$ cat config.mk
export PLATFORM = sky130hd
export DESIGN_NAME = wdt_encoded
export DESIGN_NICKNAME = d
export VERILOG_FILES = /design/src/rtl/wdt_pkg.sv /design/src/rtl/wdt_decode.sv /design/src/rtl/wdt_count.sv /design/src/rtl/wdt_encoded.sv
export SDC_FILE = /design/constraint.sdc
export NUM_CORES = 1
export LEC_CHECK = 0
export BUFFER_PORTS_ARGS = -buffer_cell sky130_fd_sc_hd__buf_2
export CAP_MARGIN = 25
export CORE_AREA = 8 8 59 61
export CTS_CLUSTER_SIZE = 12
export DETAILED_ROUTE_END_ITERATION = 12
export DIE_AREA = 0 0 67 69
export PLACE_DENSITY = 0.75
export SETUP_SLACK_MARGIN = 0.15
export SYNTH_ARGS = -nofsm -noshare
export SYNTH_HDL_FRONTEND = slang
export SYNTH_SLANG_ARGS = --single-unit
$ cat constraint.sdc
create_clock -name clk -period 1.8 [get_ports clk]
set_input_delay 0.36 -clock clk [delete_from_list [all_inputs] [get_ports clk]]
set_output_delay 0.36 -clock clk [all_outputs]
set_load 0.02 [all_outputs]
$ cat src/rtl/wdt_pkg.sv
package wdt_pkg;
  // Outcome selected by the top control bit at timeout
  typedef enum logic {
    STEER_IRQ = 1'b0,
    STEER_RST = 1'b1
  } steer_e;
endpackage

$ cat src/rtl/wdt_decode.sv
module wdt_decode #(
  parameter int RES_W = 2,
  parameter int MUL_W = 5,
  parameter int CNT_W = 11
) (
  input  logic [RES_W-1:0] res,
  input  logic [MUL_W-1:0] mul,
  output logic [CNT_W-1:0] interval
);
  localparam int PAD_W = CNT_W - MUL_W;

  // interval = mul * 4^res, a shift by twice the resolution
  always_comb begin
    interval = {{PAD_W{1'b0}}, mul} << {res, 1'b0};
  end
endmodule

$ cat src/rtl/wdt_count.sv
module wdt_count #(
  parameter int CNT_W = 11
) (
  input  logic             clk,
  input  logic             rst,
  input  logic             load,
  input  logic [CNT_W-1:0] load_val,
  input  logic             tick,
  output logic             expire
);
  logic [CNT_W-1:0] count_q;

  always_ff @(posedge clk) begin
    if (rst) begin
      count_q <= '0;
    end else if (load) begin
      count_q <= load_val;
    end else if (tick && count_q != '0) begin
      count_q <= count_q - 1'b1;
    end
  end

  assign expire = tick && !load && (count_q == CNT_W'(1));


  idle_hold_chk: assert property (@(posedge clk) disable iff (rst)
    (count_q == '0 && !load) |=> (count_q == '0));
endmodule

$ cat src/rtl/wdt_encoded.sv
module wdt_encoded #(
  parameter int RES_W  = 2,
  parameter int MUL_W  = 5,
  parameter int DATA_W = RES_W + MUL_W + 1
) (
  input  logic              clk,
  input  logic              rst,
  input  logic              tick,
  input  logic              wr_en,
  input  logic              rd_en,
  input  logic [DATA_W-1:0] wr_data,
  output logic [DATA_W-1:0] rd_data,
  output logic              wd_flag,
  output logic              rst_req,
  output logic              irq_pulse,
  output logic              century_clr
);
  import wdt_pkg::*;

  localparam int CNT_W  = 2 * ((1 << RES_W) - 1) + MUL_W;
  localparam int STEER  = DATA_W - 1;

  logic [DATA_W-1:0] ctrl_q;
  logic [DATA_W-1:0] src_val;
  logic [CNT_W-1:0]  interval;
  logic              restart;
  logic              expire;
  steer_e            steer;

  assign restart = wr_en | rd_en;
  assign src_val = wr_en ? wr_data : ctrl_q;
  assign steer   = steer_e'(ctrl_q[STEER]);

  wdt_decode #(.RES_W(RES_W), .MUL_W(MUL_W), .CNT_W(CNT_W)) u_decode (
    .res      (src_val[RES_W-1:0]),
    .mul      (src_val[RES_W+MUL_W-1:RES_W]),
    .interval (interval)
  );

  wdt_count #(.CNT_W(CNT_W)) u_count (
    .clk      (clk),
    .rst      (rst),
    .load     (restart),
    .load_val (interval),
    .tick     (tick),
    .expire   (expire)
  );

  always_ff @(posedge clk) begin
    if (rst) begin
      ctrl_q      <= '0;
      wd_flag     <= 1'b0;
      rst_req     <= 1'b0;
      irq_pulse   <= 1'b0;
      century_clr <= 1'b0;
    end else begin
      rst_req     <= 1'b0;
      irq_pulse   <= 1'b0;
      century_clr <= 1'b0;
      if (wr_en) ctrl_q <= wr_data;
      if (restart) begin
        wd_flag <= 1'b0;
      end else if (expire) begin
        wd_flag <= 1'b1;
        if (steer == STEER_RST) begin
          rst_req     <= 1'b1;
          century_clr <= 1'b1;
          ctrl_q      <= '0;
        end else begin
          irq_pulse <= 1'b1;
        end
      end
    end
  end

  assign rd_data = ctrl_q;


  steer_clear_chk: assert property (@(posedge clk) disable iff (rst)
    rst_req |-> (century_clr && ctrl_q == '0));

  irq_single_chk: assert property (@(posedge clk) disable iff (rst)
    irq_pulse |=> !irq_pulse);

  rst_single_chk: assert property (@(posedge clk) disable iff (rst)
    rst_req |=> !rst_req);

  exclusive_chk: assert property (@(posedge clk) disable iff (rst)
    !(irq_pulse && rst_req));

  flag_cause_chk: assert property (@(posedge clk) disable iff (rst)
    $rose(wd_flag) |-> (irq_pulse || rst_req));

  write_restart_chk: assert property (@(posedge clk) disable iff (rst)
    wr_en |=> (!wd_flag && ctrl_q == $past(wr_data)));
endmodule

Yosys cells after proc, flatten, opt, wreduce, memory -nomap -nowiden
Index checks and enable logic that the tools add are counted.
Storage, ports and cells
  RAM bits: 0
  register bits after elaboration: 22
  word-level logic and storage cells: 26
  bits in read-only memories: 0
  output and inout bits: 12
  latch bits: 0
  memories kept: 0
Cells by class
  shift operators: 1
  $mul: 0
  bitwise operators: 2
  reductions and logical operators: 8
  order comparisons: 0
  divide/modulo/power cells: 0
  add/subtract/negate cells: 1
  muxes and demuxes: 8
  equal/unequal tests: 1
Operators with widths (count)
  $mux 8: 4
  $mux 11: 2
  $eq 11x1->1 const B: 1
  $reduce_bool 11->1: 1
  $shl 5x3->11: 1
  $sub 11x1->11 const B: 1
  $logic_and 1x1->1: 3
  $reduce_or 3->1: 1
  $mux 1: 2
  $reduce_bool 2->1: 1
  $reduce_or 2->1: 1
  $logic_not 1->1: 1
  $not 1->1: 1
  $or 1x1->1: 1

Logic depth before layout (Yosys ltp)
  depth after elaboration: 6
  mapped depth: 7

Modules after synthesis
A second synthesis with hierarchy kept.
Unflattened totals
  cell total of the unflattened synthesis: 146
  area, all modules: 1361.3 um^2
By module, submodules not included
  wdt_count: cells each 83, area an instance 726.9 um^2, times used 1, sequential area each 220.2 um^2
  wdt_encoded: cells each 44, area an instance 499.2 um^2, times used 1, sequential area each 220.2 um^2
  wdt_decode: cells each 19, area an instance 135.1 um^2, times used 1, sequential area each 0.0 um^2

Least setup slack after synthesis
No wires, ideal clock.
  path kind: reg2reg
  from: register u_count.count_q[0]
  to: register u_count.count_q[3]
  data arrival time: 1.549 ns
  required time: 1.681 ns
  clock period less this slack: 1.668 ns
  setup slack: 0.132 ns
  stages on the path, launching flop included: 7
  cells stage by stage: dfxtp_1 > inv_1 > ha_1 > nor3b_2 > a41oi_2 > nand2b_1 > o221a_2
On the way
  longest elaborated chain between the ends: 3
Ends and longest elaborated chain
  start: declaration: RTL line wdt_count.sv:11  | logic [CNT_W-1:0] count_q;
  start signal: assignment: RTL line wdt_count.sv:17  | count_q <= load_val;
  start signal: assignment: RTL line wdt_count.sv:19  | count_q <= count_q - 1'b1;
  $sub 11x1->11 / $reduce_bool 11->1 (equally long branches): RTL line wdt_count.sv:19, wdt_count.sv:18
  $mux 11 / $logic_and 1x1->1 (equally long branches): RTL line wdt_count.sv:18  | end else if (tick && count_q != '0) begin
  $mux 11 / $reduce_bool 2->1 (equally long branches)
Parallel ways exist; a longest one is shown, timed or not. The select of a mux whose other input is x is not followed.
A chain may end at the register's enable or synchronous reset.

Worst setup path in the final report
  from: register u_count.count_q[1]
  to: register u_count.count_q[7]
Same word-level chain as after synthesis.

==> results.yml <==
floorplan:
  io_pins: 25
  design.core.area_um2: 2615
  fp.dieArea_um2: 4623
  start_util_pct: 50.48
  die_y_um: 69
  rows: 19
  dieWidth_um: 67
timing:
  grt_setup_unrepaired: "true"
  worstMarginPinSlew_ns: 0.5355
  fin_skew_ns: 0.01243
  hold_viol: 0
  timing.final.crit_share_pct: 93.34
  hold_ws_ns: 0.2796
  clock.fmax_mhz: 595.2
  setup_violations: 0
  period_needed_ns: 1.680
  report.final.slew_viol_count: 0
  relSlewSlack_pct: 63.97
status:
  status: "finished clean"
clock_network:
  clk_pin_slew_ns: 0.13
  clk_path_buf_depth: 2
  insertion_delay_ns: 0.31
  cts_root_buf: "clkbuf_4"
  numCtsBuffers: 3
  h-tree-depth: 1
  cts_tree: "built"
  cts.sinks: 22
detailed_routing:
  vias_per_cell: 6.060
  num_vias: 1406
  post_drt_wl_per_cell_um: 18.30
  dr.first_iter.drc_count: 124
  drc: 0
  ant_nets: 0
  first_pass_iters: 4
  wirelength_um: 4246
synthesis:
  yosysSeqAreaShare_pct: 33.36
  yosysWarnings: 0
  async_reset_ff_share_pct: 0
  synthesis.nets: 169
  ys_types: 51
  synthFlopType: "dfxtp_1"
  ys_seq_elements: 22
  synth_edf_count: 0
  syn_avg_cell_area_um2: 8.572
  netlist_area_um2: 1320
  synthCells: 154
place:
  gp_congestion: 0.9485
  dp_hpwl_um: 2967
  placed_cell_area_um2: 1602
  port_buffers: 24
layout:
  fill_cells: 187
  final_nets: 217
  num_antenna_cells: 0
  mostFrequentLayoutCells: "buf_2, buf_4, dfxtp_1"
  area_delta_synth_final_pct: 41.04
  multi_input_area_um2: 962.2
  drive_gt1_share_pct: 44.28
  final_area_um2: 1862
  ff_latch_area_um2: 444.2
  mostFrequentLayoutCell: "buf_2"
setup_path:
  timing_worst_setup_path_type: "flip-flop to flip-flop"
  critical_path.max_fanout: 6
  crit_family: "compound AO/OA/AOI/OAI gates"
  critPathCaptureType: "flip-flop"
  crit_slowest_cell: "dfxtp_2"
  cp.required_ns: 2.02
  path_cells: "inv_2, ha_4, nor3b_4, a41oi_4, buf_6, nor3_2, a2111oi_2"
  worst_path_largest_cell_delay_ns: 0.39
  cp-start-kind: "flip-flop"
  worstPathArrival_ns: 1.90
  path_buf_inv: 2
global_routing:
  grt_antenna_before_repair: 0
  grt_max_degree: 14
  grt_pass1_wl_um: 6389
  grt_usage_pct: 16.96
  grt_pass1_vias: 1376
  overflow: 0
pwr:
  vdd_ir_drop_max_uv: 608.7
  power.leakage_nw: 0.8087
  power_density_nw_per_um2: 778.3
min_path:
  hold_class: "input port to flip-flop"
flow_run:
  maxCapViolations: 0
[routing by layer]
layer	wire, um	share of wire (%)	up-vias	global-route usage [%]
met1	1785	42	661	20.52
met4	95	2.2	0	5.349
met2	2009	47	63	27.77
li1	-	-	674	-
met3	356	8.4	8	4.685
met5	0	0	-	0
[worst paths after layout]
path                            from            endpoint  slack [ns]  cells past startpoint
hold reg to reg              wd_flag             wd_flag        0.47                      2
setup / recovery  u_count.count_q[1]  u_count.count_q[7]        0.12                      7
hold / removal            wr_data[7]          rd_data[7]        0.28                      3
setup reg to reg  u_count.count_q[1]  u_count.count_q[7]        0.12                      7
[report_power, final]
part / total, W / internal (W) / switching (W)
combinational: 0.000512 / 0.000244 / 0.000269
clock: 0.000379 / 0.000225 / 0.000154
sequential: 0.000557 / 0.000519 / 0.0000383
[Yosys cell counts (all sizes together), types with 2 or more instances]
library cell	number	share of area [%]
dfxtp	22	33
nand3	6	2.3
a21o	2	1.1
mux2i	11	8.3
a221oi	2	1.3
nor3	8	3.0
or2	3	1.4
clkbuf	2	0.57
o311ai	2	1.3
or3	4	1.9
o31ai	5	3.2
ha	2	1.9
buf	5	2.6
nand2b	3	1.4
nor2	19	5.6
o21ai	2	0.76
inv	8	2.3
nor4	6	2.8
a21oi	7	2.7
a211oi	2	1.1
nand2	8	2.3
mux2	2	2.3
[worst reg2reg max path, cell delays in order (launching register included)]
cell and delay (ns):
dfxtp_2 0.39, inv_2 0.06, ha_4 0.16, nor3b_4 0.16
a41oi_4 0.35, buf_6 0.16, nor3_2 0.04, a2111oi_2 0.27
[final cells by class]
type / instances / area share [%]
Tap cell: 31 / 2.083
Timing Repair Buffer: 50 / 17.94
Clock inverter: 1 / 1.613
Multi-Input combinational cell: 117 / 51.68
Inverter: 8 / 1.613
Clock buffer: 3 / 1.210
Sequential cell: 22 / 23.86
[registers in the layout, summed over array words and instances (netlist names)]
register and count:
century_clr 1, rd_data 8, u_count.count_q 11, irq_pulse 1
wd_flag 1
[kinds of logic (layout without fill, tap and decap cells)]
family | count (synthesis) | in the layout | share of synthesized area (%)
and+or+nand+nor | 66 | 66 | 26.73
AOI/OAI and AO/OA | 35 | 35 | 21.33
DFF | 22 | 22 | 33.36
buffers and inverters | 15 | 62 | 5.403
muxes | 13 | 13 | 10.62
adders and majority gates | 2 | 2 | 1.895
xor gates and xnor gates | 1 | 1 | 0.6636
[metrics by stage]
stage	instances	utilization (%)	setup TNS, ns	total power, W	setup slack [ns]
after CTS	229	64.74	0	0.001341	0.1091
after global routing	232	71.20	0	0.001512	0.05575
after floorplan	154	-	0	0.0007899	0.1558
after global placement	223	61.24	0	0.0009370	0.01575
final	232	71.20	0	0.001449	0.1200
after detailed placement	223	61.24	-0.03859	0.0009432	-0.03859
[timing repair]
action	CTS	global route
hold buffers	0	0
setup endpoints to repair	8	12
buffers inserted	2	3
resized for setup	4	32
pin swaps	1	13
Note: power is estimated with default switching activity, not from simulation.
